File: src/rtl/adc_poll_pkg.sv
package adc_poll_pkg;
    typedef enum logic [1:0] {
        ST_START,
        ST_READ,
        ST_ROUTE,
        ST_RETRY
    } poll_state_t;

    localparam int NCH        = 4;
    localparam int DATA_W     = 12;
    localparam int WORD_W     = 16;
    localparam int ID_W       = $clog2(NCH);
    localparam int PAD_W      = WORD_W - DATA_W - ID_W;
    localparam int BYTES_PER  = WORD_W / 8;
    localparam int NBYTES     = NCH * BYTES_PER;
    localparam int BIDX_W     = $clog2(NBYTES);
    localparam int CNT_W      = $clog2(NBYTES + 1);
endpackage

File: src/rtl/adc_poll_hold.sv
module adc_poll_hold #(
    parameter int HOLD_CYCLES = 5_000_000
) (
    input  logic clk,
    input  logic rst_n,
    output logic done
);
    localparam int CW = $clog2(HOLD_CYCLES + 1);

    logic [CW-1:0] cnt;

    always_ff @(posedge clk or negedge rst_n) begin
        if (!rst_n) begin
            cnt  <= '0;
            done <= 1'b0;
        end else if (!done) begin
            if (cnt == CW'(HOLD_CYCLES - 1)) begin
                done <= 1'b1;
            end else begin
                cnt <= cnt + 1'b1;
            end
        end
    end

    // Once the hold has expired it stays expired until reset
    assert_hold_sticky_R1: assert property (@(posedge clk) disable iff (!rst_n)
        done |=> done);
endmodule

File: src/rtl/adc_poll_seq.sv
module adc_poll_seq
    import adc_poll_pkg::*;
#(
    parameter logic [6:0] SLAVE_ADDR = 7'h28
) (
    input  logic                         clk,
    input  logic                         rst_n,
    input  logic                         hold_done,
    input  logic                         busy,
    input  logic [7:0]                   rdata,
    input  logic                         ack_err,
    output logic                         ena,
    output logic [6:0]                   addr,
    output logic                         rw,
    output logic                         err_flag,
    output logic                         route_stb,
    output logic [NCH-1:0][WORD_W-1:0]   words
);
    poll_state_t state, next;

    logic                   busy_q;
    logic                   rise, fall;
    logic [CNT_W-1:0]       rise_cnt, fall_cnt;
    logic [NBYTES-1:0][7:0] bytes_q;

    assign rise = busy & ~busy_q;
    assign fall = ~busy & busy_q;

    assign addr      = SLAVE_ADDR;
    assign rw        = 1'b1;
    assign route_stb = (state == ST_ROUTE);

    for (genvar k = 0; k < NCH; k++) begin : g_word
        assign words[k] = {bytes_q[BYTES_PER*k], bytes_q[BYTES_PER*k+1]};
    end

    always_comb begin
        next = state;
        unique case (state)
            ST_START: if (hold_done) next = ST_READ;
            ST_READ: begin
                if (fall && ack_err)
                    next = ST_RETRY;
                else if (fall && fall_cnt == CNT_W'(NBYTES - 1))
                    next = ST_ROUTE;
            end
            ST_ROUTE: next = ST_READ;
            ST_RETRY: if (!busy) next = ST_READ;
            default:  next = ST_START;
        endcase
    end

    always_ff @(posedge clk or negedge rst_n) begin
        if (!rst_n) state <= ST_START;
        else        state <= next;
    end

    always_ff @(posedge clk or negedge rst_n) begin
        if (!rst_n) begin
            busy_q   <= 1'b0;
            ena      <= 1'b0;
            err_flag <= 1'b0;
            rise_cnt <= '0;
            fall_cnt <= '0;
            bytes_q  <= '0;
        end else begin
            busy_q <= busy;
            unique case (state)
                ST_START: ena <= 1'b0;
                ST_READ: begin
                    if (rise) begin
                        rise_cnt <= rise_cnt + 1'b1;
                        if (rise_cnt == CNT_W'(NBYTES - 1)) ena <= 1'b0;
                    end
                    if (fall) begin
                        bytes_q[fall_cnt[BIDX_W-1:0]] <= rdata;
                        fall_cnt <= fall_cnt + 1'b1;
                        if (ack_err) begin
                            err_flag <= 1'b1;
                            ena      <= 1'b0;
                        end
                    end
                end
                ST_ROUTE: err_flag <= 1'b0;
                ST_RETRY: ena <= 1'b0;
                default:  ena <= 1'b0;
            endcase
            if (next == ST_READ && state != ST_READ) begin
                ena      <= 1'b1;
                rise_cnt <= '0;
                fall_cnt <= '0;
            end
        end
    end

    assert_quiet_in_start_R1: assert property (@(posedge clk) disable iff (!rst_n)
        state == ST_START |-> !ena);

    assert_full_before_route_R3: assert property (@(posedge clk) disable iff (!rst_n)
        state == ST_ROUTE |-> (fall_cnt == CNT_W'(NBYTES) && !ena));

    assert_err_only_on_abort_R8: assert property (@(posedge clk) disable iff (!rst_n)
        $rose(err_flag) |-> state == ST_RETRY);

    assert_no_route_after_err_R8: assert property (@(posedge clk) disable iff (!rst_n)
        state == ST_RETRY |-> !route_stb);
endmodule

File: src/rtl/adc_poll_route.sv
module adc_poll_route
    import adc_poll_pkg::*;
(
    input  logic                        clk,
    input  logic                        rst_n,
    input  logic                        stb,
    input  logic [NCH-1:0][WORD_W-1:0]  words,
    output logic [NCH-1:0][DATA_W-1:0]  ch_q
);
    always_ff @(posedge clk or negedge rst_n) begin
        if (!rst_n) begin
            ch_q <= '0;
        end else if (stb) begin
            for (int k = 0; k < NCH; k++) begin
                if (words[k][WORD_W-1 -: PAD_W] == '0)
                    ch_q[words[k][DATA_W +: ID_W]] <= words[k][DATA_W-1:0];
            end
        end
    end

    // Outputs move only on a routing strobe
    assert_hold_without_strobe_R6: assert property (@(posedge clk) disable iff (!rst_n)
        !stb |=> $stable(ch_q));
endmodule

File: src/rtl/adc_poll_ctrl.sv
module adc_poll_ctrl
    import adc_poll_pkg::*;
#(
    parameter int         CLK_HZ     = 50_000_000,
    parameter logic [6:0] SLAVE_ADDR = 7'h28
) (
    input  logic              clk,
    input  logic              rst_n,
    output logic              i2c_ena,
    output logic [6:0]        i2c_addr,
    output logic              i2c_rw,
    input  logic              i2c_busy,
    input  logic [7:0]        i2c_rdata,
    input  logic              i2c_ack_err,
    output logic              ack_err_flag,
    output logic [DATA_W-1:0] ch0_data,
    output logic [DATA_W-1:0] ch1_data,
    output logic [DATA_W-1:0] ch2_data,
    output logic [DATA_W-1:0] ch3_data
);
    localparam int HOLD_CYCLES = CLK_HZ / 10;

    logic                       hold_done;
    logic                       route_stb;
    logic [NCH-1:0][WORD_W-1:0] words;
    logic [NCH-1:0][DATA_W-1:0] ch_q;

    adc_poll_hold #(.HOLD_CYCLES(HOLD_CYCLES)) u_hold (
        .clk  (clk),
        .rst_n(rst_n),
        .done (hold_done)
    );

    adc_poll_seq #(.SLAVE_ADDR(SLAVE_ADDR)) u_seq (
        .clk      (clk),
        .rst_n    (rst_n),
        .hold_done(hold_done),
        .busy     (i2c_busy),
        .rdata    (i2c_rdata),
        .ack_err  (i2c_ack_err),
        .ena      (i2c_ena),
        .addr     (i2c_addr),
        .rw       (i2c_rw),
        .err_flag (ack_err_flag),
        .route_stb(route_stb),
        .words    (words)
    );

    adc_poll_route u_route (
        .clk  (clk),
        .rst_n(rst_n),
        .stb  (route_stb),
        .words(words),
        .ch_q (ch_q)
    );

    assign ch0_data = ch_q[0];
    assign ch1_data = ch_q[1];
    assign ch2_data = ch_q[2];
    assign ch3_data = ch_q[3];

    // Bus requests always read from the configured slave
    assert_read_from_slave_R2: assert property (@(posedge clk) disable iff (!rst_n)
        i2c_ena |-> (i2c_addr == SLAVE_ADDR && i2c_rw));
endmodule

File: config.mk
export PLATFORM = sky130hd
export DESIGN_NAME = adc_poll_ctrl
export DESIGN_NICKNAME = d
export VERILOG_FILES = /design/src/rtl/adc_poll_pkg.sv /design/src/rtl/adc_poll_hold.sv /design/src/rtl/adc_poll_seq.sv /design/src/rtl/adc_poll_route.sv /design/src/rtl/adc_poll_ctrl.sv
export SDC_FILE = /design/constraint.sdc
export NUM_CORES = 1
export LEC_CHECK = 0
export BUFFER_PORTS_ARGS = -buffer_cell sky130_fd_sc_hd__clkbuf_2
export CAP_MARGIN = 20
export CORE_UTILIZATION = 60
export CTS_BUF_LIST = sky130_fd_sc_hd__clkbuf_4 sky130_fd_sc_hd__clkbuf_8
export CTS_CLUSTER_SIZE = 12
export DETAILED_ROUTE_END_ITERATION = 10
export PLACE_DENSITY = 0.8
export SLEW_MARGIN = 20
export SYNTH_ARGS = -nofsm -noshare
export SYNTH_HDL_FRONTEND = slang
export SYNTH_SLANG_ARGS = --single-unit
File: constraint.sdc
create_clock -name clk -period 2.8 [get_ports clk]
set_input_delay 0.28 -clock clk [delete_from_list [all_inputs] [get_ports clk]]
set_output_delay 0.28 -clock clk [all_outputs]
set_load 0.005 [all_outputs]
After elaboration in Yosys (flattened, before gate mapping)
Cells that the tools add are included.
{"block": "totals", "register_bits": 149, "out_inout_bits": 58, "in_bits": 12, "word_cells": 117}
{"block": "op_classes", "n_lt_le_gt_ge": 10, "bitwise_logic": 6, "muxes": 44, "reduce_logical": 24, "eq_ne": 10, "add_sub_neg": 3}
{"cell": "$mux W48", "n": 7}
{"cell": "$bwmux W48", "n": 4}
{"cell": "$demux W12 S2", "n": 4}
{"cell": "$bwmux W64", "n": 1}
{"cell": "$mux W12", "n": 4}
{"cell": "$demux W8 S3", "n": 1}
{"cell": "$mux W4", "n": 6}
{"cell": "$add A23 B1 Y23 const B", "n": 1}
{"cell": "$eq A23 B23 Y1 const B", "n": 1}
{"cell": "$lt A2 B3 Y1 const B", "n": 4}
{"cell": "$logic_not A2 Y1", "n": 5}
{"cell": "$mux W1", "n": 9}
{"cell": "$add A4 B1 Y4 const B", "n": 2}
{"cell": "$eq A4 B3 Y1 const B", "n": 2}
{"cell": "$ge A2 B1 Y1 const B", "n": 4}
{"cell": "$logic_and A1 B1 Y1", "n": 8}
{"cell": "$mux W2", "n": 4}
{"cell": "$mux W8", "n": 1}
{"cell": "$pmux W2 S4", "n": 1}
{"cell": "$reduce_and A2 Y1", "n": 4}
{"cell": "$reduce_bool A2 Y1", "n": 4}
{"cell": "$eq A2 B1 Y1 const B", "n": 2}
{"cell": "$eq A2 B2 Y1 const B", "n": 2}
{"cell": "$lt A3 B4 Y1 const B", "n": 1}
{"cell": "9 further kinds", "n": 15}

Depth between registers and ports, before layout
Gate-level depths: netlist of run 1.
{"block": "depth", "word_depth": 15, "ltp_mapped": 9, "depth_no_buf": 7}

Cells and area by module
From an unflattened synthesis of run 1, not the netlist that was laid out.
{"block": "hier_totals", "hier_cells": 695, "hier_area_um2": 7967.6}
{"module": "adc_poll_route", "instances": 1, "cells_each": 363, "area_each_um2": 3544.6, "seq_area_each_um2": 1201.2}
{"module": "adc_poll_seq", "instances": 1, "cells_each": 233, "area_each_um2": 3276.9, "seq_area_each_um2": 1926.8}
{"module": "adc_poll_hold", "instances": 1, "cells_each": 99, "area_each_um2": 1146.1, "seq_area_each_um2": 600.6}

Worst setup path before layout of run 1
Ideal clock, no wire load.
{"block": "synth_timing", "path_type": "flip-flop to flip-flop", "startpoint": "register u_seq.state[1]", "endpoint": "register u_seq.bytes_q (netlist bit u_seq.words[16])", "stages_incl_launch_ff": 9, "setup_slack_ns": 0.728, "arrival_ns": 1.947, "setup_ns": 0.125, "period_less_slack_ns": 2.072, "path_buffers": 2, "required_ns": 2.675, "path_cell_list": "dfrtp_1 > inv_1 > ha_1 > buf_4 > and3b_1 > buf_2 > nand2_2 > nor3b_4 > mux2_2"}
{"block": "synth_via", "elab_chain_cells": 2}
{"element": "from (decl)", "line": "adc_poll_seq.sv:19", "source": "poll_state_t state, next;"}
{"element": "from (signal assigned)", "line": "adc_poll_seq.sv:55", "source": "else state <= next;"}
{"element": "$eq A2 B1 Y1", "line": "adc_poll_seq.sv:68", "source": "unique case (state)"}
{"element": "$reduce_and A2 Y1 (no source line)"}
{"element": "to (signal, indexed assignment)", "line": "adc_poll_seq.sv:76", "source": "bytes_q[fall_cnt[BIDX_W-1:0]] <= rdata;"}
{"element": "to (decl)", "line": "adc_poll_seq.sv:24", "source": "logic [NBYTES-1:0][7:0] bytes_q;"}
No other way between the ends.
A chain may end at the register's enable or synchronous reset.

Final worst setup path of run 1
{"block": "layout_timing", "startpoint": "register u_seq.state[1]", "endpoint": "register u_seq.bytes_q (netlist bit u_seq.words[23])"}
Same word-level chain as after synthesis.

==> flow_metrics.tcl, run 1 <==
set metrics [dict create \
    status "finished clean" \
    hold_viol 0 \
    initial_core_util 0.619 \
    clock_latency_ps 460 \
    cts_resized 0 \
    postSynthCellCount 638 \
    holdBufCountCts 2 \
    synth.distinct_cells 60 \
    path_cells "inv_1 > ha_1 > and3b_1 > nand2_2 > nor3b_4 > mux2_2" \
    rr_worst_depth 6 \
    dieWidth_um 117 \
    min_path_type "input pin to flop" \
    first_iter_violations 533 \
    netlist_area_um2 7870 \
    clk_path_buf_depth 2 \
    synth_edf_count 0 \
    design_area_um2 8720 \
    clock_sinks 149 \
    yosys.area.top_type "dfrtp_1" \
    routabilityCongestion 0.928 \
    hold_depth 3 \
    drcViolationCount 0 \
    die_area_um2 13600 \
    place_area_um2 8270 \
    period_needed_ps 2540 \
    cp-end-kind "flop" \
    relSlewSlack 0.462 \
    crit_arrival_ps 2890 \
    timing.rr.start "u_seq.state[1]" \
    post-cts-setup-buffers 0 \
    cp_max_fo 9 \
    vias_per_cell 6.78 \
    routed_wl_mm 20.6 \
    ys.flop_type "dfrtp_1" \
    rows 41 \
    io_pins 70 \
    clkSlewWorstSetupHoldPaths_ps 80 \
    rsz0062_at_grt "false" \
    grt_max_degree 76 \
    tns_ps 0 \
    hold-worst-slack_ps 167 \
    grt_antenna_before_repair 0 \
    regToRegSetupSlack_ps 260 \
    power_leakage_uw 0.00379 \
    die_h_um 117 \
    setup_viol 0 \
    crit_required_ps 3150 \
    drt-pass1-iter-count 5 \
    slowest_delay_ps 470 \
    syn-mean-instance-area_um2 12.3 \
    final_max_slew_viol_count 0 \
    grt_pass1_wl_mm 32.6 \
    power.density_nw_per_um2 872 \
    reg2reg_to "u_seq.words[23]" \
    skew_ps 9.53 \
    drt-wirelength-per-cell_um 23.3 \
    critPathSlowestCell "nor3b_4" \
    cts_made_buffers 17 \
    grt_pass1_vias 6062 \
    layout-drive-gt1-share 0.312 \
    overflow 0 \
    start_kind "flop" \
    cts_tree "done" \
    layout.nets 719 \
    path_class "flop to flop" \
    fillers 963 \
    synth-warning-count 0 \
    vias 5992 \
    min_to "u_seq.err_flag" \
    antennaDiodeCount 0 \
    io_buffers 61 \
    hp-start "i2c_ack_err" \
    synthArstFlopShare 1.00 \
    synth_top_area_share 0.474 \
    vdd_drop_max_mv 0.543 \
    htree_num_levels 4 \
    cts-root-buf "clkbuf_8" \
    globalRouteTotalUtil 0.323 \
    coreArea_um2 12700 \
    ys_seq_area_frac 0.474 \
    dp.final_hpwl_mm 13.8 \
    max_freq_mhz 393 \
    ys_seq_elements 149 \
    area_growth_pct 10.8 \
    fin_crit_sh 0.908 \
    maxCapViolations 0 \
    ant_nets 0 \
    tightest_slew_ps 806 \
    synthTopCellsByArea "dfrtp_1 47%, mux2_2 9.3%, a221o_1 6.1%, mux2i_1 6.1%, a211oi_1 3.5%" \
]
logic make-up after synthesis:
kind of cell,share of synthesized area
XOR/XNOR,0.0300
adder cells (fa/ha/maj),0.0127
buffers and inverters,0.0424
flip-flops,0.474
other,0.000954
AO/OA/AOI/OAI,0.176
AND/OR/NAND/NOR,0.110
multiplexers,0.154
Yosys cell counts (9+ instances only):
cell type	number
dfrtp_1	149
mux2_2	65
a221o_1	48
mux2i_1	48
o22ai_1	38
a211oi_1	37
nand2_1	19
xnor2_1	19
clkbuf_1	17
nor2_1	14
and2_1	13
nand3_1	13
buf_4	12
a211oi_2	11
o22ai_2	10
nand4_1	9
through the flow:
stage	util	std cells	setup slack (ps)	total power (µW)
2_1_floorplan	-	644	728	5020
3_3_place_gp	0.650	850	509	5650
3_5_place_dp	0.650	850	346	5780
4_1_cts	0.686	884	316	7570
5_1_grt	0.686	884	110	7970
6_report	0.686	884	258	7610
flip-flops by register name (all words and copies together), names as in the netlist:
name / cells
u_hold.cnt: 23
u_hold.done: 1
u_seq.state: 2
u_seq.words: 64
u_seq.err_flag: 1
u_seq.busy_q: 1
u_seq.rise_cnt: 4
u_seq.ena: 1
u_seq.fall_cnt: 4
u_route.ch_q: 48
layer usage:
metal | track usage | wire length (µm) | vias up
li1 | - | - | 2602
met1 | 0.404 | 8150 | 2951
met2 | 0.517 | 9900 | 362
met3 | 0.0763 | 1720 | 77
met4 | 0.180 | 809 | 0
met5 | 0 | 0 | -
report_power, final:
part / internal [µW] / leakage [µW] / total [µW] / switching, µW
clock network: 938 / 0.000205 / 1790 / 855
logic: 1220 / 0.00157 / 2490 / 1270
registers: 2650 / 0.00201 / 3330 / 681
worst max-delay path: cells and delay by family (launching register included):
kind / cells / cell delay, ps
and+or+nand+nor: 3 / 1050
DFF: 1 / 460
muxes: 1 / 400
adders and majority gates: 1 / 370
buffers and inverters: 1 / 160
layout by cell type (no fill, tap or decap), drive strengths merged, types with 5 or more instances in the layout:
master  instances
xor2            8
nand2b          6
nor3            6
nor4b           8
o22ai          48
mux2i          48
ha              8
inv            10
nor4            5
a221o          48
nand4           9
xnor2          19
nand2          23
buf            19
mux2           65
a211oi         48
and2           13
conb            8
nand3          13
nor2           15
nor2b           6
clkbuf         79
dfrtp         149
cell type report:
type | count | area [µm²] | share of cell area
Tap cell | 172 | 215 | 0.0247
Multi-Input combinational cell | 442 | 3840 | 0.440
Clock buffer | 19 | 262 | 0.0300
Sequential cell | 149 | 3730 | 0.427
Inverter | 8 | 30.0 | 0.00344
Timing Repair Buffer | 81 | 479 | 0.0549
Clock inverter | 13 | 173 | 0.0198
how the worst max path moves through the flow:
stage / end / start / cells after the start / slack [ps]
floorplan: u_seq.words[16] / u_seq.state[1] / 8 / 730
global placement: u_seq.words[34] / u_seq.state[1] / 6 / 510
detailed placement: u_seq.words[23] / u_seq.state[1] / 6 / 350
CTS: u_seq.words[23] / u_seq.state[1] / 6 / 320
global route: u_seq.words[39] / u_seq.state[1] / 6 / 110
finish: u_seq.words[23] / u_seq.state[1] / 6 / 260
No activity file was read; power rests on OpenSTA's default activity.
==> inputs of run 2 (changes only) <==
Settings changed: CORE_ASPECT_RATIO set to 0.6.
==> run 2 against run 1 <==
  * Combinational power is 2% higher
  * Register-to-register slack about the same
  * Sequential power is essentially flat
==> flow_metrics.tcl, run 2 (synthesized netlist as in run 1, its figures left out) <==
set metrics [dict create \
    clk_path_buf_depth 2 \
    grt_max_degree 70 \
    layout-drive-gt1-share 0.316 \
    post-cts-setup-buffers 0 \
    largest_register_ffs 64 \
    start_kind "flop" \
    p_switching_uw 2860 \
    drt-wirelength-per-cell_um 24.9 \
    routed_wl_mm 21.8 \
    routabilityCongestion 0.911 \
    cts_tree "done" \
    drcViolationCount 0 \
    path_class "flop to flop" \
    dp.final_hpwl_mm 14.7 \
    cp_max_fo 9 \
    maxCapViolations 0 \
    cts_made_buffers 17 \
    area_growth_pct 11.2 \
    crit_arrival_ps 2880 \
    io_buffers 61 \
    clkSlewWorstSetupHoldPaths_ps 80 \
    rr_worst_depth 6 \
    seq_power_share 0.426 \
    coreArea_um2 12400 \
    clock_latency_ps 470 \
    relSlewSlack 0.469 \
    grt_antenna_before_repair 0 \
    tightest_slew_ps 793 \
    rsz0062_at_grt "false" \
    pwr-share-comb 0.325 \
    skew_ps 16.3 \
    crit_required_ps 3150 \
    dieWidth_um 150 \
    hold_depth 1 \
    vdd_drop_max_mv 0.533 \
    max_freq_mhz 394 \
    vias 6143 \
    swShare 0.366 \
    overflow 0 \
    cp-end-kind "flop" \
    grt_pass1_vias 6011 \
    vias_per_cell 7.00 \
    p_int_uw 4950 \
    layout.nets 719 \
    globalRouteTotalUtil 0.334 \
    die_h_um 90.7 \
    drt-pass1-iter-count 7 \
    final_max_slew_viol_count 0 \
    status "finished clean" \
    post-route-util 0.705 \
    rows 31 \
    cts_resized 0 \
    clock_power_share 0.249 \
    cts-root-buf "clkbuf_8" \
    tns_ps 0 \
    setup_viol 0 \
    initial_core_util 0.634 \
    grt_pass1_wl_mm 33.5 \
    layout_common_cells "149 x dfrtp_1, 65 x mux2_2, 60 x clkbuf_2" \
    final_common_cell "dfrtp_1" \
    hold_viol 0 \
    antennaDiodeCount 0 \
    ant_nets 0 \
    first_iter_violations 723 \
    fin_crit_sh 0.906 \
    io_pins 70 \
    power.density_nw_per_um2 893 \
    die_area_um2 13600 \
    clock_sinks 149 \
    power_leakage_uw 0.00381 \
    p_total_uw 7810 \
    min_path_type "input pin to flop" \
    htree_num_levels 4 \
    regToRegSetupSlack_ps 260 \
    period_needed_ps 2540 \
]
[run 2: changes by cell type in the layout (fill, tap and decap cells not counted)]
cell / previous run / this run
nor2b_1: 5 / 3
inv_6: 2 / 0
buf_4: 17 / 18
clkinv_4: 4 / 1
nor2b_2: 0 / 2
clkinv_2: 0 / 3
bufinv_16: 3 / 5
dlygate4sd3_1: 2 / 1
[run 2: timing repair]
action                                  CTS  global route
hold buffers                              1             0
hold endpoints to repair                 48             0
endpoints found under the setup margin    0             0
[run 2: per-layer routing]
metal | up-vias | routed length, µm | track usage
met3 | 77 | 2340 | 0.101
met1 | 3062 | 9550 | 0.484
li1 | 2585 | - | -
met4 | 0 | 682 | 0.150
met5 | - | 0 | 0
met2 | 419 | 9260 | 0.460
[run 2: power groups by stage]
stage	sequential, µW	combinational (µW)	clock, µW
2_1_floorplan	3160	1860	0
3_3_place_gp	3260	2380	0
3_5_place_dp	3330	2450	0
4_1_cts	3300	2480	1950
5_1_grt	3380	2690	2030
6_report	3330	2540	1950
[run 2: critical path, stage by stage, from the launching register on]
cell     delay, ps
dfrtp_1        460
inv_1          140
ha_1           350
and3b_1        380
nand2_2        160
nor2_2         500
mux2_2         410
[run 2: path summary, 6_finish.rpt]
kind	from	end
max	u_seq.state[1]	u_seq.words[48]
min	i2c_busy	u_seq.busy_q
max reg2reg	u_seq.state[1]	u_seq.words[48]
min reg2reg	u_hold.cnt[22]	u_hold.cnt[22]
max in group asynchronous	rst_n	u_route.ch_q[47]
min in group asynchronous	rst_n	u_seq.err_flag
[run 2: through the flow]
| step | hold WS [ps] | worst slack [ps] | cell area [µm²] | cells |
|---|---|---|---|---|
| after floorplan | -15.6 | 728 | 7890 | 644 |
| after global placement | 247 | 461 | 8270 | 844 |
| after detailed placement | 256 | 335 | 8270 | 844 |
| after CTS | 14.0 | 289 | 8740 | 877 |
| after global routing | 27.2 | 133 | 8750 | 877 |
| final | 23.2 | 263 | 8750 | 877 |
[run 2: area by class of cell]
| cell class | count | area (µm²) |
|---|---|---|
| clock inverters | 13 | 204 |
| well taps | 165 | 206 |
| multi-input cells | 442 | 3840 |
| inverters | 8 | 30.0 |
| fillers | 855 | 3660 |
| flip-flops and latches | 149 | 3730 |
| repair buffers | 81 | 477 |
| clock buffers | 19 | 262 |
==> inputs of run 3 (changes only) <==
Settings changed: CELL_PAD_IN_SITES_DETAIL_PLACEMENT set to 0, CELL_PAD_IN_SITES_GLOBAL_PLACEMENT set to 1, CORE_UTILIZATION 60 to 45, PLACE_DENSITY 0.8 to not set, PLACE_DENSITY_LB_ADDON set to 0.1.
==> run 3 against run 2 <==
  * Register-to-register slack improved by 98 ps
  * Utilization shrank 19 points
  * Maximum frequency increased by 4.0%
  * Largest cell class unchanged
==> flow_metrics.tcl, run 3 (synthesized netlist as in run 1, its figures left out) <==
set metrics [dict create \
    grt_antenna_before_repair 0 \
    final_max_slew_viol_count 0 \
    cts_tree "done" \
    tns_ps 0 \
    crit_arrival_ps 2790 \
    clock_latency_ps 460 \
    largest_register_ffs 64 \
    path_class "flop to flop" \
    skew_ps 12.3 \
    hold_viol 0 \
    clock_sinks 149 \
    drt-pass1-iter-count 5 \
    layout.nets 725 \
    layout_common_cells "149 x dfrtp_1, 65 x mux2_2, 60 x clkbuf_2" \
    regToRegSetupSlack_ps 360 \
    routed_wl_mm 24.3 \
    max_freq_mhz 410 \
    area_growth_pct 12.7 \
    min_path_type "input pin to flop" \
    vias_per_cell 6.32 \
    drt-wirelength-per-cell_um 25.6 \
    htree_num_levels 4 \
    initial_core_util 0.460 \
    timing.rr.start "u_seq.state[1]" \
    grt_max_degree 76 \
    grt_pass1_wl_mm 37.1 \
    post-cts-setup-buffers 0 \
    rsz0062_at_grt "false" \
    antennaDiodeCount 0 \
    power.density_nw_per_um2 883 \
    hold-worst-slack_ps 177 \
    ant_nets 0 \
    cp_max_fo 8 \
    tightest_slew_ps 794 \
    setup_viol 0 \
    clkSlewWorstSetupHoldPaths_ps 80 \
    dieWidth_um 173 \
    rows 37 \
    vias 6006 \
    final_common_cell "dfrtp_1" \
    die_area_um2 18000 \
    power_leakage_uw 0.00384 \
    rr_worst_depth 6 \
    first_iter_violations 499 \
    hold_depth 3 \
    drcViolationCount 0 \
    layout-drive-gt1-share 0.318 \
    crit_required_ps 3150 \
    cts-root-buf "clkbuf_8" \
    routabilityCongestion 0.859 \
    fillers 1507 \
    status "finished clean" \
    maxCapViolations 0 \
    p_total_uw 7830 \
    crit_end "u_seq.words[16]" \
    crit_start "u_seq.state[1]" \
    io_buffers 61 \
    coreArea_um2 17100 \
    dp.final_hpwl_mm 16.5 \
    reg2reg_to "u_seq.words[16]" \
    clk_path_buf_depth 2 \
    cp-end-kind "flop" \
    io_pins 70 \
    start_kind "flop" \
    globalRouteTotalUtil 0.279 \
    post-route-util 0.518 \
    grt_pass1_vias 5890 \
    relSlewSlack 0.470 \
    vdd_drop_max_mv 0.396 \
    cts_made_buffers 17 \
    fin_crit_sh 0.871 \
    die_h_um 104 \
    period_needed_ps 2440 \
    overflow 0 \
]
run 3: changes by cell type in the layout (fill, tap and decap cells not counted), sizes merged:
cell,previous run,this run
clkinv,4,3
inv,8,9
clkinvlp,4,3
buf,20,25
dlygate4sd3,1,2
run 3: metrics by stage:
stage | cell area (µm²) | setup WS, ps | instances
after floorplan | 7890 | 728 | 644
after global placement | 8390 | 456 | 918
after detailed placement | 8390 | 340 | 918
after CTS | 8870 | 325 | 951
after global routing | 8870 | 226 | 951
final | 8870 | 361 | 951
run 3: area by class of cell:
class | count | area [µm²] | share of cell area
clock buffers | 19 | 249 | 0.0281
clock inverters | 12 | 204 | 0.0230
inverters | 8 | 30.0 | 0.00339
multi-input cells | 442 | 3840 | 0.433
flip-flops and latches | 149 | 3730 | 0.420
well taps | 234 | 293 | 0.0330
repair buffers | 87 | 524 | 0.0591
run 3: where the power goes:
part           leakage (µW)  switching, µW  internal [µW]
logic               0.00161           1300           1220
clock network      0.000219            871           1080
registers           0.00201            713           2650
total               0.00384           2880           4950
run 3: worst max-delay path: stages (launching register included):
cell and delay [ps]:
dfrtp_1 460, inv_1 150, ha_1 180, and3b_1 320
nand2_2 160, nor3b_4 640, mux2_2 410
run 3: worst min-delay path by stage:
stage	start	to	slack, ps
after CTS	i2c_ack_err	u_seq.err_flag	150
final	i2c_ack_err	u_seq.err_flag	180
after detailed placement	rst_n	u_route.ch_q[43]	370
after global placement	rst_n	u_route.ch_q[7]	360
after floorplan	rst_n	u_hold.cnt[0]	-20
after global routing	i2c_rdata[1]	u_seq.words[25]	220
run 3: timing repair:
item	in CTS	in global routing
endpoints found under the hold margin	73	0
hold buffers	2	0
resized for setup	0	0
run 3: per-layer routing:
metal	track usage	part of all wire	wire, µm
met1	0.418	0.48	11700
met2	0.377	0.40	9820
met5	0	0	0
met3	0.0786	0.091	2210
met4	0.106	0.024	580
